`config.mk`:
```
export PLATFORM = sky130hd
export DESIGN_NAME = dual_reload_timer
export DESIGN_NICKNAME = d
export VERILOG_FILES = /design/src/rtl/drt_pkg.sv /design/src/rtl/drt_prescaler.sv /design/src/rtl/drt_edge_sync.sv /design/src/rtl/drt_count_core.sv /design/src/rtl/dual_reload_timer.sv
export SDC_FILE = /design/constraint.sdc
export NUM_CORES = 1
export LEC_CHECK = 0
export ABC_AREA = 1
export BUFFER_PORTS_ARGS = -buffer_cell sky130_fd_sc_hd__buf_2
export CAP_MARGIN = 20
export CORE_UTILIZATION = 49
export DETAILED_ROUTE_END_ITERATION = 8
export PLACE_DENSITY = 0.7
export SYNTH_ARGS = -nofsm -noshare
export SYNTH_HDL_FRONTEND = slang
export SYNTH_HIERARCHICAL = 1
export SYNTH_SLANG_ARGS = --single-unit
```
`constraint.sdc`:
```
create_clock -name clk -period 5.93 [get_ports clk]
set_input_delay 0.593 -clock clk [delete_from_list [all_inputs] [get_ports clk]]
set_output_delay 0.593 -clock clk [all_outputs]
set_load 0.1 [all_outputs]
```
`src/rtl/drt_pkg.sv`:
```
package drt_pkg;
  localparam logic [2:0] ADDR_REL_A = 3'd0;
  localparam logic [2:0] ADDR_REL_B = 3'd1;
  localparam logic [2:0] ADDR_CTRL  = 3'd2;
  localparam logic [2:0] ADDR_CLR   = 3'd3;
  localparam logic [2:0] ADDR_CNT   = 3'd4;

  localparam logic [2:0] MODE_WAVE    = 3'd1;
  localparam logic [2:0] MODE_EV_RISE = 3'd2;
  localparam logic [2:0] MODE_EV_FALL = 3'd3;

  localparam int CTRL_BITS = 7;

  typedef struct packed {
    logic       hs;
    logic       en_b;
    logic       en_a;
    logic       tog;
    logic [2:0] mode;
  } ctrl_t;
endpackage

```
`src/rtl/drt_prescaler.sv`:
```
module drt_prescaler #(
  parameter int DIV = 10
) (
  input  logic clk,
  input  logic rst,
  output logic tick
);
  localparam int PW = (DIV > 1) ? $clog2(DIV) : 1;
  localparam logic [PW-1:0] LAST = PW'(DIV - 1);

  logic [PW-1:0] phase;

  always_ff @(posedge clk) begin
    if (rst) phase <= '0;
    else if (phase == LAST) phase <= '0;
    else phase <= phase + 1'b1;
  end

  assign tick = (phase == LAST);
endmodule

```
`src/rtl/drt_edge_sync.sv`:
```
module drt_edge_sync #(
  parameter int STAGES = 2
) (
  input  logic clk,
  input  logic rst,
  input  logic din,
  output logic rise,
  output logic fall
);
  logic [STAGES:0] chain;

  always_ff @(posedge clk) begin
    if (rst) chain <= '0;
    else chain <= {chain[STAGES-1:0], din};
  end

  assign rise = chain[STAGES-1] & ~chain[STAGES];
  assign fall = ~chain[STAGES-1] & chain[STAGES];
endmodule

```
`src/rtl/drt_count_core.sv`:
```
module drt_count_core #(
  parameter int W = 16
) (
  input  logic         clk,
  input  logic         rst,
  input  logic         step,
  input  logic         wave,
  input  logic         tog_en,
  input  logic         restart,
  input  logic         preset_we,
  input  logic [W-1:0] preset_val,
  input  logic [W-1:0] rel_a,
  input  logic [W-1:0] rel_b,
  output logic [W-1:0] cnt,
  output logic         out,
  output logic         uflow,
  output logic         load_a,
  output logic         load_b
);
  logic use_b;

  assign uflow  = step && !preset_we && (cnt == '0);
  assign load_b = uflow && wave && use_b;
  assign load_a = uflow && !load_b;

  always_ff @(posedge clk) begin
    if (rst) begin
      cnt   <= '0;
      use_b <= 1'b0;
      out   <= 1'b0;
    end else begin
      if (preset_we) begin
        cnt <= preset_val;
      end else if (step) begin
        if (cnt == '0) begin
          cnt <= load_b ? rel_b : rel_a;
          if (wave) begin
            use_b <= ~use_b;
            if (tog_en) out <= ~out;
          end
        end else begin
          cnt <= cnt - 1'b1;
        end
      end
      if (restart) begin
        use_b <= 1'b0;
        out   <= 1'b0;
      end
    end
  end
endmodule

```
`src/rtl/dual_reload_timer.sv`:
```
module dual_reload_timer #(
  parameter int W           = 16,
  parameter int PRESCALE    = 10,
  parameter int SYNC_STAGES = 2
) (
  input  logic         clk,
  input  logic         rst,
  input  logic         wr_en,
  input  logic [2:0]   wr_addr,
  input  logic [W-1:0] wr_data,
  input  logic         ev_in,
  output logic         pwm_out,
  output logic         irq_a,
  output logic         irq_b
);
  import drt_pkg::*;

  logic [W-1:0] rel_a, rel_b, cnt;
  ctrl_t        ctrl_q, ctrl_d;
  logic         ctrl_wr, clr_a, clr_b, preset_we;
  logic         is_pwm, is_evt, tick, ev_rise, ev_fall, count_en;
  logic         uflow, load_a, load_b;
  logic         pend_a, pend_b, pend_a_d, pend_b_d;
  logic         en_a, hs, tog_en;

  wire unused_hi = ^wr_data[W-1:CTRL_BITS];

  assign ctrl_wr   = wr_en && (wr_addr == ADDR_CTRL);
  assign preset_we = wr_en && (wr_addr == ADDR_CNT);
  assign clr_a     = wr_en && (wr_addr == ADDR_CLR) && wr_data[0];
  assign clr_b     = wr_en && (wr_addr == ADDR_CLR) && wr_data[1];
  assign ctrl_d    = ctrl_wr ? ctrl_t'(wr_data[CTRL_BITS-1:0]) : ctrl_q;

  assign is_pwm = (ctrl_q.mode == MODE_WAVE);
  assign is_evt = (ctrl_q.mode == MODE_EV_RISE) || (ctrl_q.mode == MODE_EV_FALL);
  assign en_a   = ctrl_q.en_a;
  assign hs     = ctrl_q.hs;
  assign tog_en = ctrl_q.tog;

  always_ff @(posedge clk) begin
    if (rst) begin
      rel_a  <= '0;
      rel_b  <= '0;
      ctrl_q <= '0;
    end else begin
      if (wr_en && wr_addr == ADDR_REL_A) rel_a <= wr_data;
      if (wr_en && wr_addr == ADDR_REL_B) rel_b <= wr_data;
      ctrl_q <= ctrl_d;
    end
  end

  drt_prescaler #(.DIV(PRESCALE)) u_presc (
    .clk (clk),
    .rst (rst),
    .tick(tick)
  );

  drt_edge_sync #(.STAGES(SYNC_STAGES)) u_sync (
    .clk (clk),
    .rst (rst),
    .din (ev_in),
    .rise(ev_rise),
    .fall(ev_fall)
  );

  always_comb begin
    if (is_pwm)      count_en = ctrl_q.hs | tick;
    else if (is_evt) count_en = (ctrl_q.mode == MODE_EV_FALL) ? ev_fall : ev_rise;
    else             count_en = 1'b0;
  end

  drt_count_core #(.W(W)) u_core (
    .clk       (clk),
    .rst       (rst),
    .step      (count_en),
    .wave      (is_pwm),
    .tog_en    (ctrl_q.tog),
    .restart   (ctrl_wr),
    .preset_we (preset_we),
    .preset_val(wr_data),
    .rel_a     (rel_a),
    .rel_b     (rel_b),
    .cnt       (cnt),
    .out       (pwm_out),
    .uflow     (uflow),
    .load_a    (load_a),
    .load_b    (load_b)
  );

  assign pend_a_d = load_a | (pend_a & ~clr_a);
  assign pend_b_d = load_b | (pend_b & ~clr_b);

  always_ff @(posedge clk) begin
    if (rst) begin
      pend_a <= 1'b0;
      pend_b <= 1'b0;
      irq_a  <= 1'b0;
      irq_b  <= 1'b0;
    end else begin
      pend_a <= pend_a_d;
      pend_b <= pend_b_d;
      irq_a  <= pend_a_d & ctrl_d.en_a;
      irq_b  <= pend_b_d & ctrl_d.en_b;
    end
  end
endmodule

```
# --- Word level (Yosys, flattened, before mapping) ---
# Index checks and enable logic that the tools add are counted.
totals:
  ram_bits: 0
  register_bits: 68
  n_memories: 0
  rom_bits: 0
  out_inout_bits: 3
  latch_bits: 0
op_classes:
  div: 0
  shift: 0
  n_eq_ne: 8
  reduce_logical: 22
  add_sub_neg: 2
  n_mux: 8
  n_lt_le_gt_ge: 0
  n_mul: 0
  bitwise_logic: 16
ops:
  columns: ["op", "count"]
  rows:
  - ["two-way mux 16 bit", 4]
  - ["zero test 16 bit", 1]
  - ["subtractor 16 x 1 -> 16 bit (second input constant)", 1]
  - ["== test 3 x 2 -> 1 bit (second input constant)", 4]
  - ["logical AND 1 bit", 12]
  - ["inverter 1 bit", 7]
  - ["bitwise AND 1 bit", 6]
  - ["== test 3 x 1 -> 1 bit (second input constant)", 2]
  - ["two-way mux 6 bit", 1]
  - ["AND reduction 5 bit", 1]
  - ["adder 4 x 1 -> 4 bit (second input constant)", 1]
  - ["== test 4 bit (second input constant)", 1]
  - ["AND reduction 4 bit", 1]
  - ["OR reduction 2 bit", 2]
  - ["== test 3 bit (second input constant)", 1]
  - ["zero test 3 bit", 1]
  - ["two-way mux 1 bit", 3]
  - ["OR 1 bit", 3]
  - ["zero test 1 bit", 2]
  - ["nonzero test 2 bit", 1]
  - ["logical OR 1 bit", 1]

# --- Logic depth before layout (Yosys ltp) ---
# Gate-level depths: netlist of the first run.
logic_depth:
  depth_word: 13
  ltp_mapped: 17

# --- By module ---
# Netlist of the first run, hierarchy kept.
modules_own_cells:
  columns: ["mod", "cells_per_inst", "area_each_um2", "n_inst"]
  rows:
  - ["dual_reload_timer", 204, 1755.4, 1]
  - ["drt_count_core", 266, 1624.1, 1]
  - ["drt_prescaler", 22, 181.4, 1]
  - ["drt_edge_sync", 12, 93.8, 1]

# --- Least setup slack after synthesis of the first run ---
# OpenSTA, ideal clock, no wires.
synth_path:
  path_kind: "flip-flop to flip-flop"
  from: "register ctrl_q[0] (netlist name)"
  to: "register u_core.cnt[11]"
  setup_ns: 0.140
  required_time_ns: 5.790
  t_arrival_ns: 2.099
  path_buffers: 0
  path_slack_ns: 3.692
  path_stages_with_launch: 13
  path_cell_list: "dfxtp_1 > inv_1 > nor3_1 > o21ai_0 > o31ai_1 > inv_1 > nor2_4 > inv_1 > nor2_4 > nand3_4 > or2_2 > o211ai_1 > a21oi_1"
synth_between:
  elab_cells_between_ends: 16
  classes_between: "eq/ne: 3; mux: 7; reduce/logical: 6"
synth_lines:
  columns: ["item", "line_no", "text"]
  rows:
  - ["start, declared", "dual_reload_timer.sv:19", "ctrl_t ctrl_q, ctrl_d;"]
  - ["start signal, assigned", "dual_reload_timer.sv:48", "ctrl_q <= ctrl_d;"]
  - ["== test 3 x 1 -> 1 bit *", "dual_reload_timer.sv:34", "assign is_pwm = (ctrl_q.mode == MODE_WAVE);"]
  - ["named net is_pwm", "dual_reload_timer.sv:21", "logic is_pwm, is_evt, tick, ev_rise, ev_fall, count_en;"]
  - ["two-way mux 1 bit *", "dual_reload_timer.sv:67", "if (is_pwm) count_en = ctrl_q.hs | tick;"]
  - ["named net count_en", "dual_reload_timer.sv:21", null]
  - ["logical AND 1 bit (2 in series)", "drt_count_core.sv:22", "assign uflow = step && !preset_we && (cnt == '0);"]
  - ["logical AND 1 bit (2 in series)", "drt_count_core.sv:23", "assign load_b = uflow && wave && use_b;"]
  - ["two-way mux 16 bit", "drt_count_core.sv:36", "cnt <= load_b ? rel_b : rel_a;"]
  - ["two-way mux 16 bit", "drt_count_core.sv:35", "if (cnt == '0) begin"]
  - ["two-way mux 16 bit", "drt_count_core.sv:34", "end else if (step) begin"]
  - ["two-way mux 16 bit", "drt_count_core.sv:32", "if (preset_we) begin"]
  - ["end signal, assigned", "drt_count_core.sv:33", "cnt <= preset_val;"]
  - ["end signal, assigned", "drt_count_core.sv:36", null]
  - ["end signal, assigned", "drt_count_core.sv:42", "cnt <= cnt - 1'b1;"]
  - ["end, declared", "drt_count_core.sv:14", "output logic [W-1:0] cnt,"]
# The timed path passes the listed nets; every way through them passes the cells marked *. The select of a mux whose other input is x is not followed.
# A chain may end at the register's enable or synchronous reset.

# --- Final worst setup path of the first run ---
layout_path:
  from: "register ctrl_q[0] (netlist name)"
  to: "register pend_a"
layout_between:
  elab_cells_between_ends: 14
  classes_between: "eq/ne: 3; mux: 3; bitwise: 1; reduce/logical: 7"
layout_lines:
  columns: ["item", "line_no", "text"]
  rows:
  - ["== test 3 x 1 -> 1 bit", "dual_reload_timer.sv:34", null]
  - ["named net is_pwm", "dual_reload_timer.sv:21", null]
  - ["two-way mux 1 bit", "dual_reload_timer.sv:67", null]
  - ["named net count_en", "dual_reload_timer.sv:21", null]
  - ["logical AND 1 bit (2 in series)", "drt_count_core.sv:22", null]
  - ["named net uflow", "dual_reload_timer.sv:22", "logic uflow, load_a, load_b;"]
  - ["logical AND 1 bit (2 in series)", "drt_count_core.sv:23", null]
  - ["named net load_b", "dual_reload_timer.sv:22", null]
  - ["zero test 1 bit", "drt_count_core.sv:24", "assign load_a = uflow && !load_b;"]
  - ["logical AND 1 bit", "drt_count_core.sv:24", null]
  - ["named net load_a", "dual_reload_timer.sv:22", null]
  - ["OR 1 bit", "dual_reload_timer.sv:90", "assign pend_a_d = load_a | (pend_a & ~clr_a);"]
  - ["end signal, assigned", "dual_reload_timer.sv:100", "pend_a <= pend_a_d;"]
  - ["end, declared", "dual_reload_timer.sv:23", "logic pend_a, pend_b, pend_a_d, pend_b_d;"]
# The timed path passes the listed nets, and every way through them passes these cells.

==> reports/qor.tcl, run 1 <==
set qor(post_synth_inst_count) 504
set qor(rsz0062_at_grt) {no}
set qor(hold_path_startpoint) {u_sync/chain[0]$_SDFF_PP0_}
set qor(gpl.final_weighted_congestion) 0.8905
set qor(report.final.setup_viol) 0
set qor(routed_wire_length_per_instance_um) 14.99
set qor(floorplan.die.width_um) 88.37
set qor(clock.fmax_mhz) 360.0
set qor(cts_sinks) 68
set qor(yosysSeqAreaShare) 0.3725
set qor(met2_wirelength_mm) 4.233
set qor(cts.path.max_buffers) 2
set qor(r2r_cells) 14
set qor(startpoint) {ctrl_q[0]$_SDFFE_PP0P_}
set qor(regToRegEndpoint) {pend_a$_SDFF_PP0_}
set qor(synth.cell_area_sq_um) 3655
set qor(p_clk_frac) 0.361
set qor(fin_cells) 627
set qor(ir_worst_vdd_mv) 0.1445
set qor(post-route-util) 0.5499
set qor(route.met3.wl_um) 608
set qor(hold_path_end) {u_sync/chain[1]$_SDFF_PP0_}
set qor(groute.usage.overall) 0.2596
set qor(final_period_util) 0.4685
set qor(power_switching_mw) 0.3000
set qor(worstReg2RegStart) {ctrl_q[0]$_SDFFE_PP0P_}
set qor(start_kind) {register}
set qor(async_flop_share) 0
set qor(final_period_minus_worst_setup_slack_ns) 2.778
set qor(crit_path_cell_trace) {inv_1, nor3_1, buf_4, o21ai_0, o31ai_1, inv_1, nor2_4, inv_1, nor2_4, nand3_4, inv_2, nor3_1, a21oi_1, nor2_1}
set qor(hold_class) {reg2reg}
set qor(cts_resized) 0
set qor(final_layout_size_suffix_gt1_frac) 0.1818
set qor(antenna_found_initial) 0
set qor(max_transition_viols_final) 0
set qor(cap_violations) 0
set qor(io_pins) 26
set qor(antenna_cells) 0
set qor(synth_enable_flop_cells) 0
set qor(ys.warnings.count) 6
set qor(cts_htree_levels) 3
set qor(synth.top_cells.by_area) {sky130_fd_sc_hd__dfxtp_1 37%, sky130_fd_sc_hd__nand2_1 9.1%, sky130_fd_sc_hd__nor2_1 8.9%}
set qor(part_of_the_total_power_dissipated_in_combinational_logic) 0.173
set qor(dp_hpwl_mm) 6.538
set qor(timing.critical_path.arrival_ns) 2.97
set qor(hold_viol_final) 0
set qor(cts_root_buffer) {sky130_fd_sc_hd__clkbuf_8}
set qor(synth_flop_cell) {sky130_fd_sc_hd__dfxtp_1}
set qor(vias) 3387
set qor(fillers) 732
set qor(detail_route.wirelength_mm) 9.400
set qor(wire_length_of_the_first_global_routing_pass_mm) 15.34
set qor(p_sw_frac) 0.2904
set qor(seqPwrFrac) 0.466
set qor(post-place-cells) 612
set qor(endpoint_kind) {register}
set qor(timing.critical_path.required_ns) 6.13
set qor(grt_start_max_net_pins) 42
set qor(timing.reg2reg.setup_slack_ns) 3.15
set qor(vias_in_the_first_global_route) 3051
set qor(syn_nets) 531
set qor(p_int_mw) 0.7332
set qor(uppermost_routed_layer) {met4}
set qor(nets) 551
set qor(critical-path-top-cell-by-count) {sky130_fd_sc_hd__inv_1}
set qor(tritoncts) {done}
set qor(antenna_violating_nets_post_route) 0
set qor(design.die.area_sq_um) 7808
set qor(yosys-top-cells-count) {89 x sky130_fd_sc_hd__nand2_1, 87 x sky130_fd_sc_hd__nor2_1, 68 x sky130_fd_sc_hd__dfxtp_1}
set qor(worst_skew_late_latency_ns) 0.34
set qor(cts_hold_buffers) 0
set qor(worst-setup-path-type) {reg2reg}
set qor(synth_seq_cells) 68
set qor(synth_top_area_cell) {sky130_fd_sc_hd__dfxtp_1}
set qor(result_of_the_run) {finished, final reports clean}
set qor(cts_buffers) 9
set qor(detail_route.first_pass.iterations) 5
set qor(min_delay_path_depth) 2
set qor(post_cts.repair.setup_buffers) 0
set qor(initial_detailed_routing_violation_count) 286
set qor(portBuffers) 25
set qor(die-height_um) 88.37
set qor(grt_overflow_total) 0
set qor(worst_slew_pin_slew_ns) 0.9731
set qor(initial_utilization) 0.5066
set qor(area_delta_synth_final_pct) 8.559
set qor(power_per_cell_area_nw_per_um2) 260.4
set qor(netlist-cell-type-count) 40
set qor(design.core.area_sq_um) 7214
set qor(route.detailed.vias_per_inst) 5.402
set qor(met1_length_mm) 4.473
set qor(synth_largest_type_area_fraction) 0.3725
set qor(most_used_standard_cell_by_instance_count_after_synthesis) {sky130_fd_sc_hd__nand2_1}
set qor(syn_avg_cell_area_sq_um) 7.251
set qor(worst-path-max-fanout) 17
set qor(max-slew-margin-rel) 0.3513
set qor(highest_cell_delay_on_the_worst_timing_path_ns) 0.33
set qor(cp_slowest_cell) {sky130_fd_sc_hd__dfxtp_1}
set qor(power.leakage_nw) 1.644
set qor(setup_skew_after_layout_ns) 0.009382
set qor(standard_cell_rows) 31
set qor(clk_pin_slew_ns) 0.07
set qor(timing.setup.tns_ns) 0
set qor(drcViolationCount) 0
==> metal layers <==
layer | GRT usage | up-vias
li1 | - | 1669
met1 | 0.3775 | 1571
met2 | 0.3867 | 135
met3 | 0.05131 | 12
met4 | 0.08065 | 0
met5 | 0 | -
==> sequential cells by signal, indices dropped and copies added (netlist names), 3 cells and up <==
| register | cells |
|---|---|
| u_core/cnt | 16 |
| rel_b | 16 |
| ctrl_q | 4 |
| u_presc/phase | 4 |
| u_sync/chain | 3 |
| rel_a | 16 |
==> cell type report <==
type	instances	area, sq um	share of cell area
clock buffers	13	148.9	0.03753
clock inverters	2	35.03	0.008830
inverters	56	217.7	0.05487
multi-input cells	361	1933	0.4872
flip-flops and latches	68	1361	0.3431
well taps	99	123.9	0.03122
repair buffers	28	147.6	0.03721
==> layout by cell type, fill, tap and decap left out, drive strengths merged, types with 7 or more instances in the layout <==
cell    netlist  final
a21oi        44     44
nor2         98     98
a22oi        12     12
nand4         9      9
dfxtp        68     68
xor2          7      7
inv          56     56
nand3        38     38
o21ai        27     27
clkbuf        5     13
buf          14     28
nand2        99     99
==> worst max-delay path by stage <==
stage                                             end  slack [ns]  cells after the start
final                               pend_a$_SDFF_PP0_        3.15                     14
after detailed placement   u_core/cnt[3]$_SDFFE_PP0P_        3.19                     12
after global placement    u_core/cnt[11]$_SDFFE_PP0P_        3.30                     12
after global routing                pend_a$_SDFF_PP0_        2.92                     14
after CTS                           pend_a$_SDFF_PP0_        3.19                     14
after floorplan           u_core/cnt[11]$_SDFFE_PP0P_        3.69                     12
==> critical path, delay by kind of cell (launching register included) <==
kind / cells / cell delay, ns
flops: 1 / 0.33
buf+inv: 5 / 0.87
compound gates: 3 / 0.42
simple gates: 6 / 1.02
==> power by group through the flow <==
stage          logic (mW)  clock network [mW]  registers [mW]
3_5_place_dp        0.175                   0           0.492
6_report            0.179               0.373           0.482
5_1_grt             0.199               0.394           0.483
4_1_cts             0.176               0.374           0.482
2_1_floorplan       0.133                   0           0.488
3_3_place_gp        0.172                   0           0.491
==> metrics by stage <==
stage	power (mW)	setup slack, ns	hold WS, ns	instance area (sq um)
2_1_floorplan	0.6212	3.692	0.3883	3655
3_3_place_gp	0.6630	3.297	0.4004	3784
3_5_place_dp	0.6667	3.188	0.3992	3784
4_1_cts	1.031	3.189	0.4031	3968
5_1_grt	1.076	2.922	0.4407	3968
6_report	1.033	3.152	0.4009	3968
==> kinds of logic after synthesis <==
logic type	share of synthesized area
adders and majority gates	0.01369
and+or+nand+nor	0.3324
AOI/OAI and AO/OA	0.1541
xor gates and xnor gates	0.02876
buffers and inverters	0.09859
DFF	0.3725
No activity file was read; power rests on OpenSTA's default activity.
==> run 2: changes to the inputs <==
--- a/config.mk
+++ b/config.mk
@@ -5,12 +5,12 @@
 export SDC_FILE = /design/constraint.sdc
 export NUM_CORES = 1
 export LEC_CHECK = 0
-export ABC_AREA = 1
+export ABC_AREA = 0
 export BUFFER_PORTS_ARGS = -buffer_cell sky130_fd_sc_hd__buf_2
 export CAP_MARGIN = 20
 export CORE_UTILIZATION = 49
 export DETAILED_ROUTE_END_ITERATION = 8
-export PLACE_DENSITY = 0.7
+export PLACE_DENSITY = 0.73
 export SYNTH_ARGS = -nofsm -noshare
 export SYNTH_HDL_FRONTEND = slang
 export SYNTH_HIERARCHICAL = 1
==> constraint.sdc (replaced) <==
create_clock -name clk -period 2.5 [get_ports clk]
set_input_delay 0.25 -clock clk [delete_from_list [all_inputs] [get_ports clk]]
set_output_delay 0.25 -clock clk [all_outputs]
set_load 0.1 [all_outputs]
==> reports/qor.tcl, run 2 <==
set qor(result_of_the_run) {finished, final reports clean} ;# unchanged
set qor(standard_cell_rows) 29 ;# was 31
set qor(vias_in_the_first_global_route) 2939 ;# was 3,051
set qor(timing.critical_path.arrival_ns) 2.53 ;# was 2.97 ns
set qor(post_synth_inst_count) 416 ;# was 504
set qor(groute.usage.overall) 0.2612 ;# was 0.2596
set qor(final_layout_size_suffix_gt1_frac) 0.1570 ;# was 0.1818
set qor(highest_cell_delay_on_the_worst_timing_path_ns) 0.57 ;# was 0.33 ns
set qor(timing.critical_path.required_ns) 2.77 ;# was 6.13 ns
set qor(r2r_cells) 5 ;# was 14
set qor(power.total_mw) 2.361 ;# was 1.033 mW
set qor(power_switching_mw) 0.6369 ;# was 0.3000 mW
set qor(max-slew-margin-rel) 0.5688 ;# was 0.3513
set qor(antenna_violating_nets_post_route) 0 ;# unchanged
set qor(clock.fmax_mhz) 442.6 ;# was 360.0 MHz
set qor(seqPwrFrac) 0.481 ;# was 0.466
set qor(die-height_um) 84.53 ;# was 88.37 um
set qor(detail_route.wirelength_mm) 8.724 ;# was 9.400 mm
set qor(report.final.setup_viol) 0 ;# unchanged
set qor(initial_utilization) 0.5167 ;# was 0.5066
set qor(timing.setup.tns_ns) 0 ;# unchanged
set qor(gpl.final_weighted_congestion) 0.9065 ;# was 0.8905
set qor(cp_slowest_cell) {sky130_fd_sc_hd__or4b_1} ;# was sky130_fd_sc_hd__dfxtp_1
set qor(ir_worst_vdd_mv) 0.4310 ;# was 0.1445 mV
set qor(most_frequent_cells_in_the_layout) {84 x sky130_fd_sc_hd__nand2_1, 68 x sky130_fd_sc_hd__dfxtp_1, 56 x sky130_fd_sc_hd__a21oi_1} ;# was 89 x sky130_fd_sc_hd__nand2_1, 87 x sky130_fd_sc_hd__nor2_1, 68 x sky130_fd_sc_hd__dfxtp_1
set qor(finalHoldWorstSlack_ns) 0.1221 ;# was 0.4009 ns
set qor(hold_viol_final) 0 ;# unchanged
set qor(worst-setup-path-type) {reg2reg} ;# unchanged
set qor(cts.path.max_buffers) 2 ;# unchanged
set qor(fillers) 605 ;# was 732
set qor(antenna_cells) 0 ;# unchanged
set qor(rsz0062_at_grt) {no} ;# unchanged
set qor(worst-path-max-fanout) 7 ;# was 17
set qor(detail_route.first_pass.iterations) 5 ;# unchanged
set qor(initial_detailed_routing_violation_count) 298 ;# was 286
set qor(final_period_util) 0.9037 ;# was 0.4685
set qor(cts_htree_levels) 3 ;# unchanged
set qor(grt_start_max_net_pins) 36 ;# was 42
set qor(antenna_found_initial) 0 ;# unchanged
set qor(synth.cell_area_sq_um) 3337 ;# was 3655 sq um
set qor(worst_slew_pin_slew_ns) 0.6468 ;# was 0.9731 ns
set qor(wire_length_of_the_first_global_routing_pass_mm) 14.45 ;# was 15.34 mm
set qor(tritoncts) {done} ;# unchanged
set qor(cts_sinks) 68 ;# unchanged
set qor(nets) 469 ;# was 551
set qor(syn_avg_cell_area_sq_um) 8.022 ;# was 7.251 sq um
set qor(cap_violations) 0 ;# unchanged
set qor(design.core.area_sq_um) 6459 ;# was 7214 sq um
set qor(max_transition_viols_final) 0 ;# unchanged
set qor(ys.warnings.count) 6 ;# unchanged
set qor(leading_cell_type_in_the_layout_fill_and_taps_excluded) {sky130_fd_sc_hd__nand2_1} ;# unchanged
set qor(p_sw_frac) 0.2697 ;# was 0.2904
set qor(power.leakage_nw) 1.437 ;# was 1.644 nW
set qor(post-place-cells) 507 ;# was 612
set qor(power_per_cell_area_nw_per_um2) 627.0 ;# was 260.4 nW/um^2
set qor(crit_path_cell_trace) {nor4_4, nand4b_1, or4b_1, mux2_1, o22ai_2} ;# was inv_1, nor3_1, buf_4, o21ai_0, o31ai_1, inv_1, nor2_4, inv_1, nor2_4, nand3_4, inv_2, nor3_1, a21oi_1, nor2_1
set qor(drcViolationCount) 0 ;# unchanged
set qor(route.detailed.vias_per_inst) 5.981 ;# was 5.402
set qor(cts_root_buffer) {sky130_fd_sc_hd__clkbuf_8} ;# unchanged
set qor(timing.reg2reg.setup_slack_ns) 0.24 ;# was 3.15 ns
set qor(endpoint_kind) {register} ;# unchanged
set qor(grt_overflow_total) 0 ;# unchanged
set qor(clk_pin_slew_ns) 0.07 ;# about the same
set qor(part_of_the_total_power_dissipated_in_combinational_logic) 0.143 ;# was 0.173
set qor(syn_nets) 443 ;# was 531
set qor(setup_skew_after_layout_ns) 0.005126 ;# was 0.009382 ns
set qor(multi_input_comb_area_sq_um) 1846 ;# was 1933 sq um
set qor(post-route-util) 0.5831 ;# was 0.5499
set qor(fin_cells) 523 ;# was 627
set qor(p_int_mw) 1.724 ;# was 0.7332 mW
set qor(hold_class) {in2reg} ;# was reg2reg
set qor(start_kind) {register} ;# unchanged
set qor(portBuffers) 25 ;# unchanged
set qor(p_clk_frac) 0.376 ;# was 0.361
set qor(min_delay_path_depth) 2 ;# unchanged
set qor(area_delta_synth_final_pct) 12.86 ;# was 8.559%
set qor(hold_path_startpoint) {ev_in} ;# was u_sync/chain[0]$_SDFF_PP0_
set qor(worst_skew_late_latency_ns) 0.35 ;# was 0.34 ns
set qor(ff_latch_area_sq_um) 1361 ;# unchanged
set qor(io_pins) 26 ;# unchanged
set qor(vias) 3128 ;# was 3,387
set qor(routed_wire_length_per_instance_um) 16.68 ;# was 14.99 um
set qor(floorplan.die.width_um) 84.53 ;# was 88.37 um
set qor(cts_buffers) 9 ;# unchanged
set qor(final_period_minus_worst_setup_slack_ns) 2.259 ;# was 2.778 ns
set qor(hold_path_end) {u_sync/chain[0]$_SDFF_PP0_} ;# was u_sync/chain[1]$_SDFF_PP0_
set qor(regToRegEndpoint) {u_core/cnt[13]$_SDFFE_PP0P_} ;# was pend_a$_SDFF_PP0_
set qor(reg.largest.list) {rel_a (16), rel_b (16), u_core/cnt (16)} ;# unchanged
set qor(dp_hpwl_mm) 5.933 ;# was 6.538 mm
set qor(worstReg2RegStart) {u_core/cnt[2]$_SDFFE_PP0P_} ;# was ctrl_q[0]$_SDFFE_PP0P_
set qor(design.die.area_sq_um) 7144 ;# was 7808 sq um
-- run 2: what timing repair did --
item	in CTS	in global routing
setup endpoints to repair	0	7
endpoints found under the hold margin	0	0
hold buffers	0	0
setup buffers	0	1
gates resized for setup	0	2
-- run 2: final cells by class --
type                    instances  share of cell area
clock buffers                  13             0.03953
flip-flops and latches         68              0.3615
inverters                       7            0.006977
repair buffers                 42             0.06711
well taps                      77             0.02558
multi-input cells             314              0.4900
clock inverters                 2            0.009302
-- run 2: layer usage --
layer / vias to the layer above / track usage / share of wire / routed length [um]
li1: 1519 / - / - / -
met4: 0 / 0.1217 / 0.024 / 210
met3: 20 / 0.05998 / 0.068 / 594
met2: 120 / 0.4095 / 0.46 / 4032
met5: - / 0 / 0 / 0
met1: 1469 / 0.3424 / 0.45 / 3887
-- run 2: through the flow --
step	worst slack (ns)	instance area, sq um
final	0.2409	3766
after detailed placement	0.2037	3566
after CTS	0.1715	3750
after global placement	0.2230	3566
after global routing	0.004944	3766
after floorplan	0.4860	3337
-- run 2: worst max-delay path, delay by kind of cell (launching register included) --
kind / cells / cell delay [ns]
AO/OA/AOI/OAI: 1 / 0.09
multiplexers: 1 / 0.35
AND/OR/NAND/NOR: 3 / 1.35
flip-flops: 1 / 0.38
-- run 2: worst max path at each step --
stage | from | to | cells after the start
floorplan | u_presc/phase[0]$_SDFF_PP0_ | irq_a$_SDFF_PP0_ | 12
global placement | u_core/cnt[10]$_SDFFE_PP0P_ | irq_b$_SDFF_PP0_ | 7
detailed placement | u_presc/phase[1]$_SDFF_PP0_ | pend_b$_SDFF_PP0_ | 12
CTS | u_presc/phase[1]$_SDFF_PP0_ | pend_b$_SDFF_PP0_ | 12
global route | u_presc/phase[0]$_SDFF_PP0_ | u_core/cnt[15]$_SDFFE_PP0P_ | 12
finish | u_core/cnt[2]$_SDFFE_PP0P_ | u_core/cnt[13]$_SDFFE_PP0P_ | 5
-- run 2: power by group through the flow --
stage	Combinational [mW]	Sequential (mW)	Clock, mW
2_1_floorplan	0.229	1.15	0
6_report	0.337	1.14	0.889
5_1_grt	0.368	1.14	0.947
3_5_place_dp	0.328	1.16	0
3_3_place_gp	0.325	1.16	0
4_1_cts	0.332	1.13	0.893
==> run 3: changes to the inputs <==
--- a/config.mk
+++ b/config.mk
@@ -11,6 +11,8 @@
 export CORE_UTILIZATION = 49
 export DETAILED_ROUTE_END_ITERATION = 8
 export PLACE_DENSITY = 0.73
+export SKIP_CTS_REPAIR_TIMING = 1
+export SLEW_MARGIN = 25
 export SYNTH_ARGS = -nofsm -noshare
 export SYNTH_HDL_FRONTEND = slang
 export SYNTH_HIERARCHICAL = 1
==> constraint.sdc (replaced) <==
create_clock -name clk -period 2.5 [get_ports clk]
set_input_delay 0 -clock clk [delete_from_list [all_inputs] [get_ports clk]]
set_output_delay 0 -clock clk [all_outputs]
set_load 0.1 [all_outputs]
==> reports/qor.tcl, run 3 (synthesis gave the netlist of run 2 again) <==
set qor(ir_worst_vdd_mv) 0.4978 ;# was 0.4310 mV
set qor(drcViolationCount) 0 ;# unchanged
set qor(p_clk_frac) 0.359 ;# was 0.376
set qor(design.die.area_sq_um) 7144 ;# unchanged
set qor(io_pins) 26 ;# unchanged
set qor(max_transition_viols_final) 0 ;# unchanged
set qor(tritoncts) {done} ;# unchanged
set qor(clk_pin_slew_ns) 0.07 ;# about the same
set qor(grt_start_max_net_pins) 37 ;# was 36
set qor(standard_cell_rows) 29 ;# unchanged
set qor(vias_in_the_first_global_route) 2962 ;# was 2,939
set qor(post-place-cells) 508 ;# was 507
set qor(cts.path.max_buffers) 2 ;# unchanged
set qor(endpoint_kind) {register} ;# unchanged
set qor(initial_detailed_routing_violation_count) 330 ;# was 298
set qor(critical_path_buf_inv_count) 2 ;# was 0
set qor(grt_overflow_total) 0 ;# unchanged
set qor(antenna_cells) 0 ;# unchanged
set qor(wire_length_of_the_first_global_routing_pass_mm) 14.75 ;# was 14.45 mm
set qor(timing.critical_path.required_ns) 2.76 ;# was 2.77 ns
set qor(cts_htree_levels) 3 ;# unchanged
set qor(p_int_mw) 1.704 ;# was 1.724 mW
set qor(power.total_mw) 2.340 ;# was 2.361 mW
set qor(report.final.setup_viol) 0 ;# unchanged
set qor(setup_skew_after_layout_ns) 0.005804 ;# was 0.005126 ns
set qor(worst-path-max-fanout) 7 ;# unchanged
set qor(groute.usage.overall) 0.2616 ;# was 0.2612
set qor(hold_viol_final) 0 ;# unchanged
set qor(area_delta_synth_final_pct) 18.07 ;# was 12.86%
set qor(power_per_cell_area_nw_per_um2) 593.9 ;# was 627.0 nW/um^2
set qor(fin_cells) 543 ;# was 523
set qor(seqPwrFrac) 0.485 ;# was 0.481
set qor(start_kind) {register} ;# unchanged
set qor(cap_violations) 0 ;# unchanged
set qor(p_sw_frac) 0.2720 ;# was 0.2697
set qor(antenna_found_initial) 0 ;# unchanged
set qor(cts_buffers) 9 ;# unchanged
set qor(worst_skew_late_latency_ns) 0.34 ;# was 0.35 ns
set qor(portBuffers) 25 ;# unchanged
set qor(final_layout_size_suffix_gt1_frac) 0.1524 ;# was 0.1570
set qor(gpl.final_weighted_congestion) 0.9533 ;# was 0.9065
set qor(cts_root_buffer) {sky130_fd_sc_hd__clkbuf_8} ;# unchanged
set qor(timing.setup.tns_ns) 0 ;# unchanged
set qor(fillers) 575 ;# was 605
set qor(power_switching_mw) 0.6365 ;# was 0.6369 mW
set qor(final_period_minus_worst_setup_slack_ns) 2.330 ;# was 2.259 ns
set qor(clock.fmax_mhz) 429.2 ;# was 442.6 MHz
set qor(cts_sinks) 68 ;# unchanged
set qor(crit_path_cell_trace) {ha_1, nand2_1, nor2_1, o311ai_0, a21oi_1, buf_4, inv_2, nor2_1, nand4_1, a21oi_1, nand2b_1, o22ai_1, nor3_1} ;# was nor4_4, nand4b_1, or4b_1, mux2_1, o22ai_2
set qor(die-height_um) 84.53 ;# unchanged
set qor(final_period_util) 0.9320 ;# was 0.9037
set qor(leading_cell_type_in_the_layout_fill_and_taps_excluded) {sky130_fd_sc_hd__nand2_1} ;# unchanged
set qor(max-slew-margin-rel) 0.3627 ;# was 0.5688
set qor(nets) 488 ;# was 469
set qor(reg.largest.list) {rel_a (16), rel_b (16), u_core/cnt (16)} ;# unchanged
set qor(worst_slew_pin_slew_ns) 0.9505 ;# was 0.6468 ns
set qor(post-route-util) 0.6100 ;# was 0.5831
set qor(design.core.area_sq_um) 6459 ;# unchanged
set qor(initial_utilization) 0.5167 ;# unchanged
set qor(result_of_the_run) {finished, final reports clean} ;# unchanged
set qor(routed_wire_length_per_instance_um) 16.82 ;# was 16.68 um
set qor(floorplan.die.width_um) 84.53 ;# unchanged
set qor(cp_slowest_cell) {sky130_fd_sc_hd__dfxtp_1} ;# was sky130_fd_sc_hd__or4b_1
set qor(timing.critical_path.arrival_ns) 2.59 ;# was 2.53 ns
set qor(detail_route.wirelength_mm) 9.135 ;# was 8.724 mm
set qor(ff_latch_area_sq_um) 1361 ;# unchanged
set qor(highest_cell_delay_on_the_worst_timing_path_ns) 0.40 ;# was 0.57 ns
set qor(dp_hpwl_mm) 5.930 ;# was 5.933 mm
set qor(power.leakage_nw) 1.512 ;# was 1.437 nW
set qor(most_frequent_cells_in_the_layout) {84 x sky130_fd_sc_hd__nand2_1, 68 x sky130_fd_sc_hd__dfxtp_1, 56 x sky130_fd_sc_hd__a21oi_1} ;# unchanged
set qor(antenna_violating_nets_post_route) 0 ;# unchanged
set qor(worst-setup-path-type) {reg2reg} ;# unchanged
set qor(multi_input_comb_area_sq_um) 1837 ;# was 1846 sq um
set qor(hold_class) {in2reg} ;# unchanged
set qor(route.detailed.vias_per_inst) 5.959 ;# was 5.981
set qor(critPathTopFamily) {simple AND/OR/NAND/NOR gates} ;# unchanged
set qor(part_of_the_total_power_dissipated_in_combinational_logic) 0.155 ;# was 0.143
set qor(vias) 3236 ;# was 3,128
set qor(detail_route.first_pass.iterations) 5 ;# unchanged
run 3: worst paths after layout:
path	from	to	slack (ns)	cells after the start
worst max-delay path	u_presc/phase[0]$_SDFF_PP0_	irq_a$_SDFF_PP0_	0.17	13
worst min-delay path	wr_en	pend_b$_SDFF_PP0_	0.15	4
worst max register to register	u_presc/phase[0]$_SDFF_PP0_	irq_a$_SDFF_PP0_	0.17	13
worst min register to register	u_sync/chain[0]$_SDFF_PP0_	u_sync/chain[1]$_SDFF_PP0_	0.44	1
run 3: worst min-delay path: cells and delay by family:
family	cells	cell delay [ns]
buf+inv	1	0.13
compound gates	1	0.11
simple gates	2	0.21
run 3: routing by layer:
metal	vias up	track usage	part of all wire
li1	1560	-	-
met1	1501	0.3589	0.44
met2	148	0.3976	0.46
met3	27	0.04228	0.075
met4	0	0.1356	0.029
met5	-	0	0
run 3: power by group through the flow:
stage          Clock (mW)  Sequential (mW)  Combinational [mW]
2_1_floorplan           0             1.15               0.229
4_1_cts             0.850             1.14               0.334
3_3_place_gp            0             1.16               0.330
6_report            0.841             1.14               0.363
5_1_grt             0.899             1.14               0.399
3_5_place_dp            0             1.16               0.332
run 3: layout make-up:
| type | instances | share of cell area |
|---|---|---|
| clock buffer | 15 | 0.04478 |
| multi-input combinational | 314 | 0.4662 |
| tap | 77 | 0.02445 |
| sequential | 68 | 0.3455 |
| inverter | 7 | 0.006669 |
| clock inverter | 1 | 0.001270 |
| timing repair buffer | 61 | 0.1111 |
run 3: metrics by stage:
step / hold WS, ns / setup slack (ns) / instance area [sq um]
floorplan: 0.06907 / 0.4860 / 3337
global placement: 0.2089 / 0.3108 / 3573
detailed placement: 0.2116 / 0.2508 / 3573
CTS: -0.1526 / 0.2394 / 3755
global route: 0.1634 / -0.1195 / 3940
finish: 0.1537 / 0.1701 / 3940
